--- src/rtl/divclk_pkg.sv ---
package divclk_pkg;

    localparam int RATIO_W   = 5;
    localparam int PAUSE_LEN = 10;

    typedef logic [RATIO_W-1:0] ratio_t;

    typedef enum logic [1:0] {
        SEQ_RUN   = 2'd0,
        SEQ_DRAIN = 2'd1,
        SEQ_PAUSE = 2'd2
    } seq_state_e;

    // Control broadcast from the sequencer to every channel
    typedef struct packed {
        logic drain;
        logic reload;
    } chan_ctl_t;

    // Number of high cycles for a ratio field m (divide by m+1)
    function automatic ratio_t high_len(ratio_t m1);
        logic [RATIO_W:0] w;
        w = {1'b0, m1} + 1'b1;
        return ratio_t'(w >> 1);
    endfunction

endpackage

--- src/rtl/divclk_chan.sv ---
module divclk_chan
    import divclk_pkg::*;
(
    input  logic      clk,
    input  logic      rst,
    input  ratio_t    ratio_m1,
    input  chan_ctl_t ctl,
    output logic      done_next,
    output logic      div_out
);

    ratio_t cnt;
    logic   stop;
    logic   last;

    assign last      = (cnt >= ratio_m1);
    assign done_next = stop | last;

    always_ff @(posedge clk) begin
        if (rst) begin
            cnt  <= '0;
            stop <= 1'b0;
        end else if (ctl.reload) begin
            cnt  <= '0;
            stop <= 1'b0;
        end else if (!stop) begin
            if (last) begin
                cnt  <= '0;
                stop <= ctl.drain;
            end else begin
                cnt <= cnt + 1'b1;
            end
        end
    end

    always_comb begin
        if (stop)
            div_out = 1'b0;
        else if (ratio_m1 == '0)
            div_out = clk;
        else
            div_out = (cnt < high_len(ratio_m1));
    end


    stop_hold_chk: assert property (@(posedge clk) disable iff (rst)
        (stop && !ctl.reload) |=> (stop && $stable(cnt)));


    stop_at_end_chk: assert property (@(posedge clk) disable iff (rst)
        $rose(stop) |-> $past(last));

endmodule

--- src/rtl/divclk_seq.sv ---
module divclk_seq
    import divclk_pkg::*;
#(
    parameter int NUM_OUT    = 3,
    parameter int PAUSE_CYC  = PAUSE_LEN
) (
    input  logic               clk,
    input  logic               rst,
    input  logic               restart_req,
    input  logic [NUM_OUT-1:0] done_next,
    output logic               busy,
    output chan_ctl_t          ctl
);

    localparam int PW = $clog2(PAUSE_CYC + 1);
    localparam logic [PW-1:0] PCNT_LAST = PW'(PAUSE_CYC - 1);

    seq_state_e      state;
    logic [PW-1:0]   pcnt;

    always_ff @(posedge clk) begin
        if (rst) begin
            state <= SEQ_RUN;
            pcnt  <= '0;
        end else begin
            case (state)
                SEQ_RUN: begin
                    if (restart_req)
                        state <= SEQ_DRAIN;
                end
                SEQ_DRAIN: begin
                    if (&done_next) begin
                        state <= SEQ_PAUSE;
                        pcnt  <= '0;
                    end
                end
                SEQ_PAUSE: begin
                    if (pcnt == PCNT_LAST)
                        state <= SEQ_RUN;
                    else
                        pcnt <= pcnt + 1'b1;
                end
                default: state <= SEQ_RUN;
            endcase
        end
    end

    assign busy       = (state != SEQ_RUN);
    assign ctl.drain  = (state == SEQ_DRAIN);
    assign ctl.reload = (state == SEQ_PAUSE) && (pcnt == PCNT_LAST);


    pause_quiet_chk: assert property (@(posedge clk) disable iff (rst)
        (state == SEQ_PAUSE) |-> (&done_next));


    busy_ignore_chk: assert property (@(posedge clk) disable iff (rst)
        (state == SEQ_PAUSE && restart_req && !ctl.reload) |=> (state == SEQ_PAUSE));

endmodule

--- src/rtl/divclk_cfg.sv ---
module divclk_cfg
    import divclk_pkg::*;
#(
    parameter int                         NUM_OUT  = 3,
    parameter logic [NUM_OUT*RATIO_W-1:0] DEF_RATIO = '0
) (
    input  logic                              clk,
    input  logic                              por,
    input  logic                              rst,
    input  logic                              busy,
    input  logic                              reload,
    input  logic                              ratio_we,
    input  logic [NUM_OUT*RATIO_W-1:0]        ratio_in,
    input  logic                              mode_we,
    input  logic                              mode_pll,
    output logic [NUM_OUT-1:0][RATIO_W-1:0]   ratio_q,
    output logic                              pll_on
);

    always_ff @(posedge clk) begin
        if (por) begin
            ratio_q <= DEF_RATIO;
            pll_on  <= 1'b0;
        end else if (!rst) begin
            if (reload)
                ratio_q <= DEF_RATIO;
            else if (ratio_we && !busy)
                ratio_q <= ratio_in;
            if (mode_we)
                pll_on <= mode_pll;
        end
    end


    por_bypass_chk: assert property (@(posedge clk) disable iff (rst)
        por |=> (!pll_on && ratio_q == DEF_RATIO));


    rst_keep_chk: assert property (@(posedge clk) disable iff (por)
        rst |=> ($stable(ratio_q) && $stable(pll_on)));

endmodule

--- src/rtl/divclk_bank.sv ---
module divclk_bank
    import divclk_pkg::*;
#(
    parameter int                         NUM_OUT      = 3,
    parameter logic [NUM_OUT*RATIO_W-1:0] DEF_RATIOS   = {5'd5, 5'd3, 5'd1},
    parameter int                         PAUSE_CYCLES = PAUSE_LEN
) (
    input  logic                       clk,
    input  logic                       por,
    input  logic                       rst,
    input  logic                       restart_req,
    input  logic                       ratio_we,
    input  logic [NUM_OUT*RATIO_W-1:0] ratio_in,
    input  logic                       mode_we,
    input  logic                       mode_pll,
    output logic [NUM_OUT-1:0]         sysclk,
    output logic                       busy,
    output logic                       pll_active
);

    logic                            rst_any;
    logic [NUM_OUT-1:0][RATIO_W-1:0] ratio_q;
    logic [NUM_OUT-1:0]              done_next;
    logic [NUM_OUT-1:0]              div_w;
    chan_ctl_t                       ctl;
    logic                            pll_on;

    assign rst_any    = rst | por;
    assign pll_active = pll_on;

    divclk_cfg #(
        .NUM_OUT   (NUM_OUT),
        .DEF_RATIO (DEF_RATIOS)
    ) u_cfg (
        .clk      (clk),
        .por      (por),
        .rst      (rst),
        .busy     (busy),
        .reload   (ctl.reload),
        .ratio_we (ratio_we),
        .ratio_in (ratio_in),
        .mode_we  (mode_we),
        .mode_pll (mode_pll),
        .ratio_q  (ratio_q),
        .pll_on   (pll_on)
    );

    divclk_seq #(
        .NUM_OUT   (NUM_OUT),
        .PAUSE_CYC (PAUSE_CYCLES)
    ) u_seq (
        .clk         (clk),
        .rst         (rst_any),
        .restart_req (restart_req),
        .done_next   (done_next),
        .busy        (busy),
        .ctl         (ctl)
    );

    for (genvar g = 0; g < NUM_OUT; g++) begin : g_chan
        divclk_chan u_chan (
            .clk       (clk),
            .rst       (rst_any),
            .ratio_m1  (ratio_q[g]),
            .ctl       (ctl),
            .done_next (done_next[g]),
            .div_out   (div_w[g])
        );

        assign sysclk[g] = pll_on ? div_w[g] : clk;


        resume_align_chk: assert property (@(posedge clk) disable iff (rst_any)
            ($fell(busy) && ratio_q[g] != '0) |-> div_w[g]);
    end


    resume_default_chk: assert property (@(posedge clk) disable iff (rst_any)
        $fell(busy) |-> (ratio_q == DEF_RATIOS));

endmodule

--- config.mk ---
export PLATFORM = sky130hd
export DESIGN_NAME = divclk_bank
export DESIGN_NICKNAME = d
export VERILOG_FILES = /design/src/rtl/divclk_pkg.sv /design/src/rtl/divclk_chan.sv /design/src/rtl/divclk_seq.sv /design/src/rtl/divclk_cfg.sv /design/src/rtl/divclk_bank.sv
export SDC_FILE = /design/constraint.sdc
export NUM_CORES = 1
export LEC_CHECK = 0
export ABC_AREA = 0
export BUFFER_PORTS_ARGS = -buffer_cell sky130_fd_sc_hd__buf_2
export CORE_ASPECT_RATIO = 1.2
export CORE_MARGIN = 2
export CORE_UTILIZATION = 35
export DETAILED_ROUTE_END_ITERATION = 10
export PLACE_DENSITY = 0.66
export SYNTH_ARGS = -nofsm -noshare
export SYNTH_HDL_FRONTEND = slang
export SYNTH_HIERARCHICAL = 1
export SYNTH_SLANG_ARGS = --single-unit
--- constraint.sdc ---
create_clock -name clk -period 1.75 [get_ports clk]
set_input_delay 0.0875 -clock clk [delete_from_list [all_inputs] [get_ports clk]]
set_output_delay 0.0875 -clock clk [all_outputs]
set_load 0.02 [all_outputs]
* After elaboration in Yosys (flattened, before gate mapping) *
Cells that the tools add are included.

cells by class
  $add $sub $neg = 7
  order comparisons = 6
  equality and inequality tests = 7
  muxes and demuxes = 27
  bitwise logic cells = 5
  reductions and logical operators = 16

operators with widths
  operator             count
  $mux 15              2
  $add 5x1->6 const B  3
  $add 5x1->5 const B  3
  $ge 5x5->1           3
  $logic_not 5->1      3
  $lt 5x5->1           3
  $mux 1               15
  $mux 5               3
  $reduce_and 3->1     3
  $mux 4               2
  $ne 2x2->1 const B   4
  $pmux 4 s2           1
  $mux 2               3
  $pmux 2 s3           1
  $reduce_bool 2->1    3
  $add 4x1->4 const B  1
  $eq 4x4->1 const B   1
  $or 1x1->1           4
  $reduce_and 2->1     2
  $eq 2x1->1 const B   1
  $eq 2x2->1 const B   1
  $logic_and 1x1->1    2
  $logic_not 2->1      1
  $reduce_or 2->1      1
  other kinds (2)      2

storage, ports and cells
  bits in registers = 40
  input bits = 22
  output and inout bits = 5

* Depth between registers and ports, before layout *
Gate-level depths: netlist (run 1).

  depth in word-level cells = 5
  mapped depth = 9
  mapped depth without buffers = 9

* Hierarchy *
Netlist (run 1), hierarchy kept.

modules (own cells, without submodules)
  module       times used  cells each  area an instance (um^2)  seq. area each (um^2)
  divclk_chan  3           72          574.3                    120.1
  divclk_cfg   1           43          550.5                    320.3
  divclk_seq   1           35          325.3                    120.1
  divclk_bank  1           4           40.0                     0.0

==> metrics, run 1 <==
status=complete, but fails checks; failing checks=negative setup slack; die area=8250 sq um; DR DRC count=0; Post-Syn Area per Cell=8.85 sq um; Initial Utilization=36.3%; CP max FO=3; routed wire length=6590 microns; dpl hpwl=4510 microns; fmax=0.430 GHz; Die X=83.3 microns; share of layout cells above drive strength 1=36.2%; Cell Pwr Density=742 nW/um^2; Hold Path Cell Cnt=3; Post-Syn Instances=298; Max-Cap Viols=0; Post-synth EDFFs=0; Final Hold Viols=0; Final #Nets=439; overall power=2.83 mW; commonest non-fill, non-tap cell in the layout=dfxtp_1; hold slack=0.170 ns; top cell type's share of synthesized area=30.3%; clock-pin slew on the worst setup and hold paths=0.09 ns; worst slew pin tran=0.398 ns; Net Sw Power=0.893 mW; logic gate share of total power=19.4%; GRT Total Usage=16.8%; Slowest-stage cell, CP=dfxtp_2; CP max stage delay=0.35 ns; DRT antenna net count=0; wire per inst=14.0 microns; asr flop ratio synth=0%; Reg2Reg Depth=11; Core Rows=34; multi-input logic area=2040 sq um; Synthesized Nets=358; CTS tree=yes; leading cell types in the layout, fill and taps excluded=dfxtp_1, buf_4, ha_1; fin area=3810 sq um; Filler Cells Inserted=635; cell area after synthesis=2640 sq um; arrival time worst endpoint=2.24 ns; Layout area overhead=44.5%; gr ovfl total=0; clock network fraction of total power=45.9%; Peak VDD IR=0.000605 V; port buffer count=26; number of antenna repair diodes=0; post-synthesis sequential area ratio=30.3%; sequential power share=34.7%; ordered cell list for the critical path=ha_4, xnor2_2, ha_1, a21boi_0, nor3_1, o21bai_1, a311oi_2, mux2_4, buf_6; hold crit path type=input port to flip-flop; synth top area cells=dfxtp_1, ha_1, a22o_1, a21oi_1, nand3_1; Static Leak=1.58 nW; vias in the first global route=2480; crit end category=output port; 1st-pass router iterations=4; Chip Height=99.1 microns; largest net degree at the start of global routing=14; largest area contributor in the netlist=dfxtp_1; first-pass GRT wire length=11100 microns; Int Power=1.94 mW; Yosys reg bits=40; top_reg_cell synth=dfxtp_1; initial antenna violation count=0; Post-DP Area=3110 sq um; Switching Fraction=31.6%; via density per instance=5.24; CP Class=flip-flop to output port; YS warnings=6; Final WS setup=-0.575 ns; WP data required=1.66 ns; endpoints failing setup=14; fin crit period=2.33 ns; Core Footprint=7270 sq um; worst skew pair latency=0.41 ns; Max Slew Vio Count=0; Tcrit/Tclk final=133%; slew margin rel.=73.4%; Final Wtd Congestion=0.821; Yosys cell types=45; DR vias=2467; RSZ-0062 raised after global routing=yes; I/O Pins=27; register area=817 sq um; First DRT Iteration DRCs=78; startpoint types=flip-flop; Final Skew=0.0129 ns
==> cells by family after synthesis <==
| kind of cell | after synthesis | synth area share (%) |
|---|---|---|
| AND/OR/NAND/NOR | 102 | 22.7 |
| AO/OA/AOI/OAI | 71 | 18.1 |
| flip-flops | 40 | 30.3 |
| adder cells (fa/ha/maj) | 38 | 18.0 |
| buffers and inverters | 29 | 4.46 |
| XOR/XNOR | 13 | 4.31 |
| multiplexers | 5 | 2.04 |
==> worst max-delay path, delay by kind of cell, from the launching register on <==
| kind | cells | cell delay (ns) |
|---|---|---|
| AOI/OAI and AO/OA | 3 | 0.45 |
| xor gates and xnor gates | 1 | 0.12 |
| adders and majority gates | 2 | 0.44 |
| buffers and inverters | 1 | 0.13 |
| DFF | 1 | 0.35 |
| muxes | 1 | 0.29 |
| and+or+nand+nor | 1 | 0.06 |
==> registers in the layout (all words and copies together), names as in the netlist <==
| register | flops |
|---|---|
| g_chan.u_chan/stop | 3 |
| u_cfg/ratio_q | 15 |
| u_seq/state | 2 |
| g_chan.u_chan/cnt | 15 |
| u_cfg/pll_on | 1 |
| u_seq/pcnt | 4 |
==> final cells by class <==
class / count / area share [%]
multi-input combinational: 229 / 53.4
sequential: 40 / 21.4
timing repair buffer: 75 / 15.3
clock buffer: 13 / 4.13
tap: 90 / 2.95
inverter: 21 / 2.33
clock inverter: 3 / 0.492
==> worst paths after layout <==
path                      from           endpoint  slack [ns]
max           u_cfg/ratio_q[5]          sysclk[1]       -0.58
min                        rst  u_cfg/ratio_q[12]        0.17
max reg2reg  u_cfg/ratio_q[12]     u_seq/state[0]       -0.10
min reg2reg   u_cfg/ratio_q[4]   u_cfg/ratio_q[4]        0.49
==> cells in the mapped netlist (4+ instances only) <==
| cell | number |
|---|---|
| nor3_1 | 11 |
| ha_1 | 38 |
| nand3_1 | 17 |
| xnor2_1 | 9 |
| o21ai_0 | 7 |
| or2_2 | 5 |
| nor2b_1 | 5 |
| dfxtp_1 | 40 |
| inv_1 | 21 |
| a31oi_1 | 6 |
| a22o_1 | 10 |
| nand2b_1 | 8 |
| a21oi_1 | 17 |
| xor2_1 | 4 |
| nor2_1 | 8 |
| nand2_1 | 19 |
| buf_2 | 7 |
| o21ai_1 | 6 |
| o22a_1 | 5 |
| or4_1 | 5 |
| a21o_1 | 4 |
==> power groups by stage <==
stage	logic [mW]	registers [mW]	clock network, mW
3_5_place_dp	0.395	0.996	0.257
6_report	0.548	0.982	1.30
2_1_floorplan	0.237	0.996	0.207
4_1_cts	0.498	0.979	1.35
5_1_grt	0.611	0.986	1.39
3_3_place_gp	0.385	0.995	0.257
==> through the flow <==
stage	TNS (ns)	utilization, %	setup slack (ns)	cells
floorplan	-0.0750	-	-0.0251	298
global placement	-1.32	42.7	-0.145	436
detailed placement	-1.70	42.7	-0.189	436
CTS	-2.39	50.3	-0.619	470
global route	-3.51	52.4	-0.726	471
finish	-2.21	52.4	-0.575	471
==> what timing repair did <==
item / 4_1_cts / 5_1_grt
setup endpoints to repair: 15 / 29
pin swaps: 32 / 16
buffers inserted: 3 / 2
hold buffers: 18 / 0
gates resized for setup: 41 / 27
hold endpoints to repair: 17 / 0
==> metal layers <==
metal	up-vias	track usage [%]	wire (microns)
met5	-	0	0
met4	0	8.70	201
met3	17	4.98	292
met2	62	27.4	3150
met1	1132	20.0	2950
li1	1256	-	-
Note: power is estimated with default switching activity, not from simulation.
==> run 2: changes to the inputs <==
--- a/config.mk
+++ b/config.mk
@@ -12,6 +12,7 @@
 export CORE_UTILIZATION = 35
 export DETAILED_ROUTE_END_ITERATION = 10
 export PLACE_DENSITY = 0.66
+export RECOVER_POWER = 50
 export SYNTH_ARGS = -nofsm -noshare
 export SYNTH_HDL_FRONTEND = slang
 export SYNTH_HIERARCHICAL = 1
==> run 2 against run 1 <==
  * The flow still finishes with violations (negative setup slack)
  * Total power down 0.77%
  * Routed wire length up 0.32%
  * Critical path depth unchanged
  * Setup slack better by 0.0042 ns
  * Critical endpoint unchanged
  * Count of clock-buffer cells in the layout unchanged
  * Sequential power about the same
  * Critical path type unchanged
  * Final cell count unchanged
  * Die area unchanged
  * Via count up 0.28%
  * Global-route usage unchanged
==> metrics, run 2 (same netlist as run 1, synthesis figures left out) <==
status=complete, but fails checks; failing checks=negative setup slack; worst skew pair latency=0.41 ns (about the same); overall power=2.81 mW (-0.77%); DR DRC count=0 (unchanged); CP Class=flip-flop to output port; Peak VDD IR=0.000604 V (-0.23%); initial antenna violation count=0 (unchanged); wire per inst=14.0 microns (+0.32%); Critical Path End=sysclk[1]; Chip Height=99.1 microns (unchanged); Max Slew Vio Count=0 (unchanged); WP data required=1.66 ns (about the same); gr ovfl total=0 (unchanged); slew margin rel.=73.1% (-0.35 points); Worst Hold Launch=rst; Crit. Startpoint=u_cfg/ratio_q[5]; R2R Path Start=u_cfg/ratio_q[5]; Initial Utilization=36.3% (unchanged); First DRT Iteration DRCs=89 (+14%); die area=8250 sq um (unchanged); startpoint types=flip-flop; Cell Pwr Density=743 nW/um^2 (+0.21%); I/O Pins=27 (unchanged); CTS tree=yes; Buffers & Inverters on Critical Path=1 (unchanged); hold slack=0.170 ns (+0.000267 ns); vias in the first global route=2480 (unchanged); Placed Instances=436 (unchanged); worst slew pin tran=0.404 ns (+0.00519 ns); biggest registers after layout=g_chan.u_chan/cnt (15), u_cfg/ratio_q (15), u_seq/pcnt (4); Static Leak=1.57 nW (-0.98%); Layout area overhead=43.1%; worst slack, placed=-0.189 ns (unchanged); Core Rows=34 (unchanged); Final WS setup=-0.571 ns (+0.00418 ns); port buffer count=26 (unchanged); endpoints failing setup=14 (unchanged); 1st-pass router iterations=4 (unchanged); ordered cell list for the critical path=ha_4, xnor2_2, ha_1, a21boi_0, nor3_1, o21bai_1, a311oi_2, mux2_4, buf_6; commonest non-fill, non-tap cell in the layout=dfxtp_1; Tcrit/Tclk final=133% (-0.24 points); leading cell types in the layout, fill and taps excluded=dfxtp_1, buf_4, ha_1; Final Hold Viols=0 (unchanged); Post-DP Area=3110 sq um (unchanged); Slowest-stage cell, CP=dfxtp_2; crit end category=output port; Top Family by Delay on Critical Path=compound AO/OA/AOI/OAI gates; RSZ-0062 raised after global routing=yes; first-pass GRT wire length=11100 microns (unchanged); largest net degree at the start of global routing=14 (unchanged); dpl hpwl=4510 microns (unchanged); routed wire length=6610 microns (+0.32%); fmax=0.431 GHz (+0.18%); via density per instance=5.25 (+0.28%); Worst R2R End=u_seq/state[0]; fin area=3780 sq um (-0.98%); DRT antenna net count=0 (unchanged); number of antenna repair diodes=0 (unchanged); Reg2Reg Depth=10 (-1); Die X=83.3 microns (unchanged); CP max stage delay=0.35 ns (about the same); Final #Nets=439 (unchanged); share of layout cells above drive strength 1=35.4% (-0.79 points); hold crit path type=input port to flip-flop; critical path depth=9 (unchanged); fin crit period=2.32 ns (-0.00418 ns); Core Footprint=7270 sq um (unchanged); arrival time worst endpoint=2.23 ns (about the same); clock-pin slew on the worst setup and hold paths=0.09 ns (about the same); Layout Cells excl Fill=471 (unchanged); CP max FO=3 (unchanged); Max-Cap Viols=0 (unchanged); Final Wtd Congestion=0.821 (unchanged); R2R setup slack=-0.10 ns (about the same); DR vias=2474 (+0.28%); Final Skew=0.0149 ns (+0.00202 ns); GRT Total Usage=16.8% (unchanged)
-- run 2: changes by cell type in the layout (fill, tap and decap cells not counted), sizes merged --
cell    change
buf         -2
clkbuf      +2
-- run 2: worst min path at each step --
stage	to	slack, ns	cells past startpoint
2_1_floorplan	u_cfg/pll_on	0.16	1
3_3_place_gp	u_cfg/ratio_q[12]	0.30	2
3_5_place_dp	u_cfg/ratio_q[12]	0.30	2
4_1_cts	u_cfg/ratio_q[2]	0.14	3
5_1_grt	u_cfg/ratio_q[0]	0.17	3
6_report	u_cfg/ratio_q[12]	0.17	3
-- run 2: repair_timing --
item,in CTS,in global routing
cloned,0,0
pin swaps,32,16
endpoints found under the hold margin,17,0
endpoints found under the setup margin,15,29
resized for setup,41,27
hold buffers,18,0
buffers inserted,3,2
-- run 2: layout make-up --
| class | count | area [sq um] |
|---|---|---|
| Multi-Input combinational cell | 229 | 2000 |
| Tap cell | 90 | 113 |
| Clock buffer | 13 | 158 |
| Fill cell | 642 | 3500 |
| Sequential cell | 40 | 817 |
| Timing Repair Buffer | 75 | 577 |
| Clock inverter | 3 | 18.8 |
| Inverter | 21 | 88.8 |
-- run 2: per-stage QoR --
step                util (%)  TNS, ns
floorplan                  -  -0.0750
global placement        42.7    -1.32
detailed placement      42.7    -1.70
CTS                     50.3    -2.39
global route            51.9    -4.12
finish                  51.9    -2.41
-- run 2: where the power goes --
part	switching (mW)	leakage, nW	internal, mW	total [mW]
Sequential	0.0385	0.326	0.943	0.982
Combinational	0.241	1.12	0.286	0.527
Clock	0.603	0.128	0.695	1.30
-- run 2: tightest hold or removal path, cell delays in order --
cell and delay [ns]:
buf_2 0.15, or3_4 0.19, o22a_1 0.13
-- run 2: layer usage --
metal	up-vias	share of wire (%)	track usage, %	wire length [microns]
met5	-	0	0	0
met4	0	3.1	8.70	204
met3	17	4.7	4.98	312
met2	70	47	27.4	3140
met1	1133	45	20.0	2960
li1	1254	-	-	-
==> run 3: changes to the inputs <==
--- a/config.mk
+++ b/config.mk
@@ -13,6 +13,7 @@
 export DETAILED_ROUTE_END_ITERATION = 10
 export PLACE_DENSITY = 0.66
 export RECOVER_POWER = 50
+export REMOVE_ABC_BUFFERS = 1
 export SYNTH_ARGS = -nofsm -noshare
 export SYNTH_HDL_FRONTEND = slang
 export SYNTH_HIERARCHICAL = 1
==> run 3 against run 2 <==
  * Cell area increased by 5.2%
  * Sequential share of layout area decreased by 0.92 points
  * Clock power increased by 4%
  * Count of clock-buffer cells in the layout increased by 3
  * Final cell count increased by 3.6%
  * Non-clock buffer count increased by 17
  * Setup slack got worse by 0.11 ns
  * Global-route usage increased by 1.1 points
  * Sequential power decreased by 0.8%
  * The flow still finishes with violations (negative setup slack)
  * Flip-flop and latch count unchanged
  * Clock skew decreased by 0.0052 ns
  * Highest routed layer unchanged
==> metrics, run 3 (same netlist as run 1, synthesis figures left out) <==
I/O Pins=27 (unchanged); DR vias=2570 (+3.9%); number of antenna repair diodes=0 (unchanged); Tcrit/Tclk final=139% (+6.1 points); hold crit path type=input port to flip-flop; fmax=0.412 GHz (-4.4%); overall power=2.90 mW (+3.4%); via density per instance=5.27 (+0.26%); met3 GRT Util=5.31% (+0.33 points); endpoints failing setup=17 (+3); DRT antenna net count=0 (unchanged); Peak VDD IR=0.000579 V (-4.0%); CP max FO=2 (-1); CP Class=flip-flop to output port; fin crit period=2.43 ns (+0.106 ns); first-pass GRT wire length=11800 microns (+6.5%); port buffer count=26 (unchanged); Chip Height=99.1 microns (unchanged); commonest non-fill, non-tap cell in the layout=buf_4; worst slew pin tran=0.414 ns (+0.0105 ns); Initial Utilization=36.3% (unchanged); Final Skew=0.00970 ns (-0.00520 ns); Post-DP Area=3210 sq um (+3.4%); DR DRC count=0 (unchanged); Worst R2R End=g_chan[1].u_chan/cnt[4]; Most Crowded Layer GR=met2; biggest registers after layout=g_chan.u_chan/cnt (15), u_cfg/ratio_q (15), u_seq/pcnt (4); CTS tree=yes; Placed Instances=455 (+4.4%); Static Leak=1.68 nW (+7.4%); R2R Path Start=u_cfg/ratio_q[6]; Final Wtd Congestion=0.891 (+8.6%); Reg2Reg Depth=8 (-2); dpl hpwl=4700 microns (+4.4%); Core Rows=34 (unchanged); Hold Path Cell Cnt=3 (unchanged); share of layout cells above drive strength 1=39.9% (+4.5 points); Setup TNS Final=-2.95 ns (-0.542 ns); Max Slew Vio Count=0 (unchanged); fin area=3970 sq um (+5.2%); Worst Hold Launch=rst; Core Footprint=7270 sq um (unchanged); initial antenna violation count=0 (unchanged); Final Hold Viols=0 (unchanged); met2 Use GR=31.0% (+3.7 points); R2R setup slack=-0.16 ns (-0.06 ns); Layout Cells excl Fill=488 (+3.6%); crit end category=output port; worst skew pair latency=0.40 ns (about the same); die area=8250 sq um (unchanged); First DRT Iteration DRCs=104 (+17%); RSZ-0062 raised after global routing=yes; largest net degree at the start of global routing=14 (unchanged); arrival time worst endpoint=2.34 ns (+0.11 ns); Final WS setup=-0.677 ns (-0.106 ns); M1 GR Usage=19.8% (-0.23 points); 1st-pass router iterations=4 (unchanged); final core utilization=54.6% (+2.7 points); leading cell types in the layout, fill and taps excluded=buf_4, dfxtp_1, ha_1; status=complete, but fails checks; vias in the first global route=2708 (+9.2%); WP data required=1.66 ns (about the same); routed wire length=7270 microns (+9.9%); Die X=83.3 microns (unchanged); clock-pin slew on the worst setup and hold paths=0.08 ns (about the same); slew margin rel.=72.4% (-0.70 points); Max-Cap Viols=0 (unchanged); Layout area overhead=50.6%; Hold Path Sink=u_cfg/ratio_q[0]; Cell Pwr Density=730 nW/um^2 (-1.7%); wire per inst=14.9 microns (+6.1%); GRT Total Usage=17.8% (+1.1 points); failing checks=negative setup slack; startpoint types=flip-flop; Final #Nets=456 (+3.9%); gr ovfl total=0 (unchanged); Filler Cells Inserted=636 (-0.93%)
==> run 3: cell types whose count changed in the layout (fill, tap and decap cells not counted), moves of 3 or more <==
| cell | before | now |
|---|---|---|
| a21oi_1 | 16 | 13 |
| a21oi_2 | 1 | 4 |
| buf_4 | 28 | 42 |
| buf_6 | 7 | 11 |
| dfxtp_2 | 7 | 3 |
| dfxtp_4 | 2 | 5 |
| nand2b_1 | 5 | 2 |
| nand2b_4 | 5 | 8 |
| xnor2_1 | 7 | 4 |
| xnor2_2 | 2 | 5 |
==> run 3: how the worst max path moves through the flow <==
stage                       from                       to  slack (ns)  cells past startpoint
2_1_floorplan  u_cfg/ratio_q[12]  g_chan[2].u_chan/cnt[4]       -0.09                      7
3_3_place_gp   u_cfg/ratio_q[11]                sysclk[2]       -0.17                      9
3_5_place_dp    u_cfg/ratio_q[5]                sysclk[1]       -0.24                      9
4_1_cts        u_cfg/ratio_q[11]                sysclk[2]       -0.67                      9
5_1_grt        u_cfg/ratio_q[11]                sysclk[2]       -0.82                      9
6_report        u_cfg/ratio_q[5]                sysclk[1]       -0.68                     10
==> run 3: worst max-delay path, cell delays in order, from the launching register on <==
cell      delay, ns
dfxtp_4        0.37
ha_4           0.15
buf_4          0.10
nand3_1        0.11
xnor2_1        0.19
ha_1           0.26
o21ai_0        0.08
o21bai_1       0.08
a311oi_1       0.29
mux2_4         0.20
buf_6          0.11
==> run 3: layout make-up <==
cell class	count	area [sq um]	share of cell area (%)
multi-input combinational	229	2070	52.0
timing repair buffer	92	703	17.7
tap	90	113	2.83
clock buffer	16	183	4.60
inverter	21	83.8	2.11
sequential	40	823	20.7
==> run 3: through the flow <==
step                hold slack [ns]  setup WS [ns]
floorplan                     0.160        -0.0906
global placement              0.300         -0.165
detailed placement            0.301         -0.239
CTS                           0.180         -0.666
global route                  0.196         -0.824
finish                        0.185         -0.677
==> run 3: routing by layer <==
metal  part of all wire, %  wire length [microns]  up-vias
met1                    42                   3020     1222
met5                     0                      0        -
li1                      -                      -     1281
met2                    51                   3730       47
met3                   4.6                    333       20
met4                   2.5                    183        0
==> run 3: what timing repair did <==
item,4_1_cts,5_1_grt
hold buffers,18,0
gates resized for setup,64,37
pin swaps,29,28
endpoints found under the hold margin,17,0
setup buffers,2,0
endpoints found under the setup margin,25,32
==> run 3: power by group <==
group / switching (mW) / internal [mW]
Combinational: 0.266 / 0.312
Clock: 0.600 / 0.751
Sequential: 0.0332 / 0.941
Total: 0.899 / 2.00
